===== src/rtl/nvm_div_pkg.sv =====
package nvm_div_pkg;
  localparam int DIV_W  = 6;
  localparam int DATA_W = DIV_W + 2;

  typedef struct packed {
    logic             pre;
    logic [DIV_W-1:0] div;
  } div_cfg_t;
endpackage


===== src/rtl/nvm_div_cfg.sv =====
module nvm_div_cfg
  import nvm_div_pkg::*;
#(
  parameter int BUS_KHZ   = 20000,
  parameter int PRE_RATIO = 8,
  parameter int MIN_KHZ   = 150,
  parameter int MAX_KHZ   = 200
) (
  input  logic              clk,
  input  logic              rst_ni,
  input  logic              wr_en,
  input  logic [DATA_W-1:0] wr_data,
  output div_cfg_t          cfg_o,
  output logic              loaded_o,
  output logic              range_err_o,
  output logic              accept_o
);
  div_cfg_t cfg_q, cfg_d;
  logic     loaded_q, loaded_d;
  logic     err_q, err_d;
  div_cfg_t wr_cfg;

  function automatic logic rate_bad(div_cfg_t c);
    int unsigned ratio;
    ratio = (c.pre ? PRE_RATIO : 1) * (int'(c.div) + 1);
    return (BUS_KHZ > MAX_KHZ * ratio) || (BUS_KHZ < MIN_KHZ * ratio);
  endfunction

  assign wr_cfg.pre = wr_data[DIV_W];
  assign wr_cfg.div = wr_data[DIV_W-1:0];
  assign accept_o   = wr_en && !loaded_q;

  always_comb begin
    cfg_d    = cfg_q;
    loaded_d = loaded_q;
    err_d    = err_q;
    if (accept_o) begin
      cfg_d    = wr_cfg;
      loaded_d = 1'b1;
      err_d    = rate_bad(wr_cfg);
    end
  end

  always_ff @(posedge clk or negedge rst_ni) begin
    if (!rst_ni) begin
      cfg_q    <= '0;
      loaded_q <= 1'b0;
      err_q    <= 1'b0;
    end else begin
      cfg_q    <= cfg_d;
      loaded_q <= loaded_d;
      err_q    <= err_d;
    end
  end

  assign cfg_o       = cfg_q;
  assign loaded_o    = loaded_q;
  assign range_err_o = err_q;

  p_loaded_sticky_r2: assert property (@(posedge clk) disable iff (!rst_ni)
    loaded_q |=> loaded_q);
  p_cfg_frozen_r2: assert property (@(posedge clk) disable iff (!rst_ni)
    loaded_q |=> ($stable(cfg_q) && $stable(err_q)));
  p_load_on_write_r2: assert property (@(posedge clk) disable iff (!rst_ni)
    (wr_en && !loaded_q) |=> loaded_q);
endmodule


===== src/rtl/nvm_div_prescale.sv =====
module nvm_div_prescale #(
  parameter int PRE_RATIO = 8
) (
  input  logic clk,
  input  logic rst_ni,
  input  logic run_i,
  input  logic pre_i,
  output logic stage_en_o
);
  generate
    if (PRE_RATIO > 1) begin : g_pre
      localparam int PW = $clog2(PRE_RATIO);
      logic [PW-1:0] pcnt_q, pcnt_d;
      logic          wrap;

      assign wrap = (pcnt_q == PW'(PRE_RATIO - 1));

      always_comb begin
        pcnt_d = pcnt_q;
        if (!run_i || !pre_i) pcnt_d = '0;
        else if (wrap)        pcnt_d = '0;
        else                  pcnt_d = pcnt_q + 1'b1;
      end

      always_ff @(posedge clk or negedge rst_ni) begin
        if (!rst_ni) pcnt_q <= '0;
        else         pcnt_q <= pcnt_d;
      end

      assign stage_en_o = run_i && (pre_i ? wrap : 1'b1);

      p_pre_gap_r5: assert property (@(posedge clk) disable iff (!rst_ni)
        (stage_en_o && pre_i && run_i) |=> !stage_en_o);
    end else begin : g_nopre
      assign stage_en_o = run_i;
    end
  endgenerate
endmodule


===== src/rtl/nvm_div_counter.sv =====
module nvm_div_counter #(
  parameter int DIV_W = 6
) (
  input  logic             clk,
  input  logic             rst_ni,
  input  logic             run_i,
  input  logic             stage_en_i,
  input  logic [DIV_W-1:0] div_i,
  output logic             tick_o
);
  logic [DIV_W-1:0] cnt_q, cnt_d;
  logic             tick_q, tick_d;

  always_comb begin
    cnt_d  = cnt_q;
    tick_d = 1'b0;
    if (!run_i) begin
      cnt_d = '0;
    end else if (stage_en_i) begin
      if (cnt_q == div_i) begin
        cnt_d  = '0;
        tick_d = 1'b1;
      end else begin
        cnt_d = cnt_q + 1'b1;
      end
    end
  end

  always_ff @(posedge clk or negedge rst_ni) begin
    if (!rst_ni) begin
      cnt_q  <= '0;
      tick_q <= 1'b0;
    end else begin
      cnt_q  <= cnt_d;
      tick_q <= tick_d;
    end
  end

  assign tick_o = tick_q;

  p_cnt_bound_r4: assert property (@(posedge clk) disable iff (!rst_ni)
    run_i |-> (cnt_q <= div_i));
  p_single_pulse_r7: assert property (@(posedge clk) disable iff (!rst_ni)
    (tick_q && run_i && div_i != '0) |=> !tick_q);
endmodule


===== src/rtl/nvm_tick_divider.sv =====
module nvm_tick_divider
  import nvm_div_pkg::*;
#(
  parameter int BUS_KHZ   = 20000,
  parameter int PRE_RATIO = 8,
  parameter int MIN_KHZ   = 150,
  parameter int MAX_KHZ   = 200
) (
  input  logic              clk,
  input  logic              rst_n,
  input  logic              wr_en,
  input  logic [DATA_W-1:0] wr_data,
  output logic              tick_o,
  output logic              loaded_o,
  output logic              range_err_o
);
  logic [1:0] rst_sync_q;
  logic       rst_ni;
  div_cfg_t   cfg;
  logic       loaded, accept, stage_en;

  always_ff @(posedge clk or negedge rst_n) begin
    if (!rst_n) rst_sync_q <= 2'b00;
    else        rst_sync_q <= {rst_sync_q[0], 1'b1};
  end
  assign rst_ni = rst_sync_q[1];

  nvm_div_cfg #(
    .BUS_KHZ(BUS_KHZ), .PRE_RATIO(PRE_RATIO),
    .MIN_KHZ(MIN_KHZ), .MAX_KHZ(MAX_KHZ)
  ) u_cfg (
    .clk(clk), .rst_ni(rst_ni), .wr_en(wr_en), .wr_data(wr_data),
    .cfg_o(cfg), .loaded_o(loaded), .range_err_o(range_err_o),
    .accept_o(accept)
  );

  nvm_div_prescale #(.PRE_RATIO(PRE_RATIO)) u_pre (
    .clk(clk), .rst_ni(rst_ni), .run_i(loaded), .pre_i(cfg.pre),
    .stage_en_o(stage_en)
  );

  nvm_div_counter #(.DIV_W(DIV_W)) u_cnt (
    .clk(clk), .rst_ni(rst_ni), .run_i(loaded), .stage_en_i(stage_en),
    .div_i(cfg.div), .tick_o(tick_o)
  );

  assign loaded_o = loaded;

  p_no_tick_unloaded_r10: assert property (@(posedge clk) disable iff (!rst_ni)
    !loaded |-> !tick_o);
  p_restart_r8: assert property (@(posedge clk) disable iff (!rst_ni)
    accept |=> !tick_o);
endmodule


===== config.mk =====
export PLATFORM = sky130hd
export DESIGN_NAME = nvm_tick_divider
export DESIGN_NICKNAME = d
export VERILOG_FILES = /design/src/rtl/nvm_div_pkg.sv /design/src/rtl/nvm_div_cfg.sv /design/src/rtl/nvm_div_prescale.sv /design/src/rtl/nvm_div_counter.sv /design/src/rtl/nvm_tick_divider.sv
export SDC_FILE = /design/constraint.sdc
export NUM_CORES = 1
export LEC_CHECK = 0
export CORE_UTILIZATION = 40
export DETAILED_ROUTE_END_ITERATION = 12
export HOLD_SLACK_MARGIN = 0.15
export SETUP_SLACK_MARGIN = 0.3
export SYNTH_ARGS = -nofsm -noshare
export SYNTH_HDL_FRONTEND = slang
export SYNTH_SLANG_ARGS = --single-unit

===== constraint.sdc =====
create_clock -name clk -period 1.54 [get_ports clk]
set_input_delay 0.231 -clock clk [delete_from_list [all_inputs] [get_ports clk]]
set_output_delay 0.231 -clock clk [all_outputs]
set_load 0.03 [all_outputs]

### Yosys cells after proc, flatten, opt, wreduce, memory -nomap -nowiden

Cells that the tools add are included.

* register bits: 21
* output and inout port bits: 3
* word-level logic and storage cells: 35

* add/subtract/negate cells: 3
* $mul: 3
* order comparisons: 2
* eq/ne operators: 3
* multiplexer cells: 10
* reductions and logical operators: 6

Operator list (number)
* > comparator 15 x 32 -> 1 bit, first input constant: 1
* < comparator 15 x 32 -> 1 bit, first input constant: 1
* multiplier 32 x 32 -> 32 bit: 1
* multiplier 5 x 32 -> 29 bit, first input constant: 1
* multiplier 7 x 32 -> 31 bit, first input constant: 1
* 2-to-1 mux 6 bit: 3
* adder 6 x 1 -> 7 bit, second input constant: 1
* adder 6 x 1 -> 6 bit, second input constant: 1
* == test 6 bit: 1
* 2-to-1 mux 3 bit: 2
* 2-to-1 mux 1 bit: 4
* 2-to-1 mux 4 bit: 1
* adder 3 x 1 -> 3 bit, second input constant: 1
* == test 3 bit, second input constant: 1
* logical AND 1 bit: 2
* zero test 1 bit: 2
* logical OR 1 bit: 2
* != test 2 bit, second input constant: 1

### Longest topological paths before layout

* word-level depth: 5
* mapped depth: 26
* depth with buffers taken out: 26

### Cells and area by module

From an unflattened synthesis, not the netlist that was laid out.

* cells, all modules: 455
* area, all modules: 3945.0 µm²

By module, submodules not included
* nvm_div_cfg: times used 1, cells an instance 401, area an instance 3334.4 µm², sequential area each 225.2 µm²
* nvm_div_counter: times used 1, cells an instance 40, area an instance 419.2 µm², sequential area each 175.2 µm²
* nvm_div_prescale: times used 1, cells an instance 11, area an instance 137.6 µm², sequential area each 75.1 µm²
* nvm_tick_divider: times used 1, cells an instance 3, area an instance 53.8 µm², sequential area each 50.0 µm²

### Worst setup path before layout

OpenSTA, ideal clock, no wires.

* kind: input-to-reg
* from: input port wr_data[0]
* to: register u_cfg.err_q (netlist: u_cfg.range_err_o)
* library setup time: 0.104 ns
* arrival time: 4.750 ns
* required time: 1.436 ns
* slack: -3.314 ns
* cell stages on the path: 21
* path buffers: 0
* cells stage by stage: ha_1 -> and3_1 -> xor2_1 -> and2_1 -> ha_1 -> xor2_1 -> inv_1 -> ha_1 -> ha_1 -> fa_1 -> inv_1 -> fa_1 -> inv_1 -> ha_1 -> and3_1 -> o21ai_1 -> nand3b_1 -> a21o_1 -> xor2_1 -> nor3_2 -> o311ai_1

* longest elaborated chain between the ends: 5
* elaborated cells on any way between the ends: 7

Ends and longest elaborated chain
* start: declaration: line nvm_tick_divider.sv:12 `input logic [DATA_W-1:0] wr_data,`
* adder 6 x 1 -> 7 bit (*): line nvm_div_cfg.sv:25 `ratio = (c.pre ? PRE_RATIO : 1) * (int'(c.div) + 1);`
* multiplier 32 x 32 -> 32 bit (*): line nvm_div_cfg.sv:25
* multiplier 5 x 32 -> 29 bit or multiplier 7 x 32 -> 31 bit (tied branches): line nvm_div_cfg.sv:26 `return (BUS_KHZ > MAX_KHZ * ratio) || (BUS_KHZ < MIN_KHZ * ratio);`
* > comparator 15 x 32 -> 1 bit or < comparator 15 x 32 -> 1 bit (tied branches): line nvm_div_cfg.sv:26
* logical OR 1 bit (*): line nvm_div_cfg.sv:26
* end signal: assignment: line nvm_div_cfg.sv:52 `err_q <= err_d;`
* end: declaration: line nvm_div_cfg.sv:20 `logic err_q, err_d;`

Mark *: on every way between the ends. The rest lies on a longest branch, timed or not.
A chain may end at the register's enable or synchronous reset.

### Worst setup path in the final report

* from: input port wr_data[2]
* to: register u_cfg.err_q (netlist: u_cfg.range_err_o)

Same word-level chain as after synthesis.

==> impl_metrics.env <==
export IMPL_dp_final_hpwl_um=6780
export IMPL_p_leak_nw=2.58
export IMPL_clock_insertion_delay_worst_skew_ns=0.26
export IMPL_critPathMaxStageDelay_ns=0.51
export IMPL_worst_setup_path_type="input port to flop"
export IMPL_postLayoutCoreUtil=0.585
export IMPL_place_inst=590
export IMPL_drt_drc_violations_left=0
export IMPL_total_clock_buffers_created_by_cts=3
export IMPL_die_y_um=97.0
export IMPL_number_of_enable_type_register_cells_in_the_synthesized_netlist=0
export IMPL_path_max_fanout=4
export IMPL_timing_final_max_slew_violations=0
export IMPL_netSwitchingFraction=0.467
export IMPL_clk_pin_slew_worst_paths_ns=0.09
export IMPL_pre_cts_ws_ns=-3.57
export IMPL_cp_end_kind="flop"
export IMPL_share_of_final_layout_standard_cells_stronger_than_drive_strength_1=0.378
export IMPL_finalWorstSetupSlack_ns=-2.68
export IMPL_core_area_mm2=0.00872
export IMPL_synthDistinctLibCells=57
export IMPL_grt_remaining_overflow=0
export IMPL_worst_ir_drop_vdd_v=0.00142
export IMPL_outcome="complete, but fails checks"
export IMPL_timing_worst_slew_pin_value_ns=0.606
export IMPL_ys_async_sr_fraction=1.00
export IMPL_global_route_wire_length_before_repair_um=14100
export IMPL_syn_mean_instance_area_um2=9.09
export IMPL_setup_repair_after_global_routing_missed_its_margin="yes"
export IMPL_antenna_cells_inserted=0
export IMPL_num_vias=3029
export IMPL_timing_clock_skew_ns=0.00587
export IMPL_ys_seq_area_frac=0.146
export IMPL_final_period_minus_worst_setup_slack_ns=4.22
export IMPL_detailedRoute_firstPassIterationCount=4
export IMPL_initial_utilization=0.414
export IMPL_global_route_usage_total=0.179
export IMPL_syn_inst=397
export IMPL_routed_wire_length_per_instance_um=13.2
export IMPL_worstPathCellList="clkbuf_2, buf_4, and3_4, xor2_1, and2_4, ha_4, xor2_4, inv_2, buf_4, ha_4, ha_4, inv_1, fa_1, fa_1, inv_2, ha_4, nand2_2, nor2_4, a21oi_4, a221o_1, a41o_1, o311ai_1"
export IMPL_final_min_period_over_clock_period=2.74
export IMPL_instances_no_fill=603
export IMPL_required_time_of_the_critical_path_ns=1.70
export IMPL_powerDensity_mw_per_mm2=1770
export IMPL_ys_ff_latch=21
export IMPL_core_rowCount=34
export IMPL_globalplace_congestion=0.771
export IMPL_setup_violation_total_in_the_final_timing_report=7
export IMPL_buffer_ports_inserted=12
export IMPL_clkPwrFrac=0.042
export IMPL_area_growth_syn_to_layout_pct=41.2
export IMPL_timing_hold_ws_ns=0.205
export IMPL_postRouteAntennaNets=0
export IMPL_antenna_found_initial=0
export IMPL_final_setup_tns_ns=-2.90
export IMPL_share_comb_of_total_power=0.879
export IMPL_seq_power_share=0.079
export IMPL_grt_pass1_vias=3153
export IMPL_cts_buffer_depth=2
export IMPL_layout_cell_area_non_filler_mm2=0.00510
export IMPL_hp_class="flop to asynchronous set/reset pin"
export IMPL_drt_total_wl_um=7960
export IMPL_finalNetCount=618
export IMPL_max_cap_violations=0
export IMPL_die_area_mm2=0.00941
export IMPL_max_freq_mhz=237
export IMPL_clock_sinks=21
export IMPL_tritoncts="done"
export IMPL_failed_checks="setup timing"
export IMPL_report_final_hold_viol_count=0
export IMPL_design_portCount=14
export IMPL_cts_root_buffer_cell="clkbuf_8"
export IMPL_slew_headroom=0.595
export IMPL_cpMostUsedCell="ha_4"
export IMPL_htree_num_levels=1
export IMPL_dr_first_iter_drc_count=74
export IMPL_syn_area_mm2=0.00361
export IMPL_setup_worst_path_start_class="input port"
export IMPL_dieWidth_um=97.0
export IMPL_ys_flop_type="dfrtp_1"
export IMPL_grt_max_degree=20
export IMPL_power_switching_mw=4.22
export IMPL_critPathSlowestCell="fa_1"
export IMPL_placedInstanceArea_mm2=0.00474
export IMPL_routed_via_density=5.02
export IMPL_synth_yosys_warnings=0
export IMPL_critPathArrivalTime_ns=4.38
export IMPL_internal_power_mw=4.81
export IMPL_count_of_fill_cells_added_during_filler_insertion=760
export IMPL_design_power_total_mw=9.03
## per-layer routing
layer  global-route usage  wire, µm  vias to the layer above
met1                0.235      3730                     1431
met3               0.0159       139                        2
met4               0.0218        26                        0
met5                    0         0                        -
li1                     -         -                     1572
met2                0.328      4070                       24
## cell type report
| type | instances | area (µm²) | share of cell area |
|---|---|---|---|
| Multi-Input combinational cell | 315 | 3400 | 0.667 |
| Inverter | 62 | 238 | 0.0466 |
| Clock inverter | 1 | 7.51 | 0.00147 |
| Timing Repair Buffer | 93 | 749 | 0.147 |
| Sequential cell | 21 | 527 | 0.103 |
| Clock buffer | 3 | 41.3 | 0.00810 |
| Tap cell | 108 | 135 | 0.0265 |
## placed cells by master (no fill, tap or decap), types with 3 or more instances in the layout
| master | n |
|---|---|
| o21ai_0 | 7 |
| a21oi_1 | 11 |
| a21o_1 | 7 |
| dfrtp_1 | 20 |
| nand3_1 | 9 |
| ha_1 | 69 |
| conb_1 | 6 |
| clkbuf_2 | 3 |
| o21ai_2 | 8 |
| o31ai_1 | 3 |
| a21oi_4 | 4 |
| fa_1 | 20 |
| nor2_1 | 15 |
| ha_4 | 19 |
| clkbuf_8 | 3 |
| inv_2 | 9 |
| inv_1 | 51 |
| nand2_1 | 15 |
| a31oi_1 | 3 |
| o21ai_1 | 9 |
| mux2_4 | 6 |
| ha_2 | 3 |
| buf_4 | 75 |
| nand2b_1 | 4 |
| nand2_2 | 5 |
| buf_6 | 6 |
| xor2_1 | 8 |
| nor4_1 | 4 |
| xnor2_1 | 10 |
| nor2b_1 | 3 |
| nor3_1 | 6 |
| o21ai_4 | 3 |
## Yosys cell counts (all sizes together), types with 5 or more instances
library cell | count | area (µm²)
ha | 91 | 1140
nor2b | 5 | 31.3
nor2 | 19 | 71.3
nand2b | 6 | 37.5
xor2 | 11 | 96.3
a21o | 7 | 52.6
fa | 20 | 400
mux2 | 7 | 78.8
inv | 62 | 233
nand2 | 20 | 77.6
a21oi | 16 | 91.3
xnor2 | 13 | 114
nor3 | 8 | 45.0
o21ai | 27 | 154
dfrtp | 21 | 526
nand3 | 10 | 50.1
## final timing paths
path / startpoint / to / slack, ns / depth (start not counted)
min in group clk: wr_data[3] / u_cfg.cfg_o[3]$_DFFE_PN0P_ / 0.31 / 3
min reg2reg: rst_sync_q[1]$_DFF_PN0_ / u_cnt.cnt_q[4]$_DFFE_PN0P_ / 0.21 / 1
min: rst_sync_q[1]$_DFF_PN0_ / u_cnt.cnt_q[4]$_DFFE_PN0P_ / 0.21 / 1
max reg2reg: u_cfg.cfg_o[3]$_DFFE_PN0P_ / u_cnt.cnt_q[3]$_DFFE_PN0P_ / -0.08 / 7
max: wr_data[2] / u_cfg.range_err_o$_DFFE_PN0P_ / -2.68 / 22
max in group asynchronous: rst_n / rst_sync_q[1]$_DFF_PN0_ / 0.76 / 2
## sequential cells by signal, summed over array words and instances, names as in the netlist
signal	cells
rst_sync_q	2
u_cnt.cnt_q	6
u_cfg.range_err_o	1
u_cnt.tick_o	1
u_pre.g_pre.pcnt_q	3
u_cfg.loaded_o	1
u_cfg.cfg_o	7
## power by group through the flow
| stage | clock, mW | combinational (mW) | sequential (mW) |
|---|---|---|---|
| final | 0.376 | 7.93 | 0.717 |
| after global routing | 0.407 | 8.90 | 0.731 |
| after CTS | 0.387 | 7.23 | 0.717 |
| after detailed placement | 0 | 7.03 | 0.728 |
| after global placement | 0 | 6.89 | 0.724 |
| after floorplan | 0 | 5.12 | 0.737 |
## critical path: cells and delay by family
| family | cells | cell delay, ns |
|---|---|---|
| simple gates | 4 | 0.57 |
| buf+inv | 6 | 0.59 |
| fa+ha+maj | 6 | 1.97 |
| xor+xnor | 2 | 0.33 |
| compound gates | 4 | 0.68 |
## kinds of logic (layout without fill, tap and decap cells)
logic type	Yosys count	in the layout	share of synthesized area
xor gates and xnor gates	24	24	0.0582
AOI/OAI and AO/OA	76	76	0.143
and+or+nand+nor	91	91	0.133
adders and majority gates	111	111	0.426
other	2	6	0.00208
DFF	21	21	0.146
buffers and inverters	65	159	0.0697
muxes	7	7	0.0218
## repair_timing
item                                    CTS  global route
setup buffers                             6             2
hold buffers                              1             0
endpoints found under the setup margin   17            16
gates resized for setup                  16            69
pin swaps                                11            26
endpoints found under the hold margin     2             0
No activity file was read; power rests on OpenSTA's default activity.
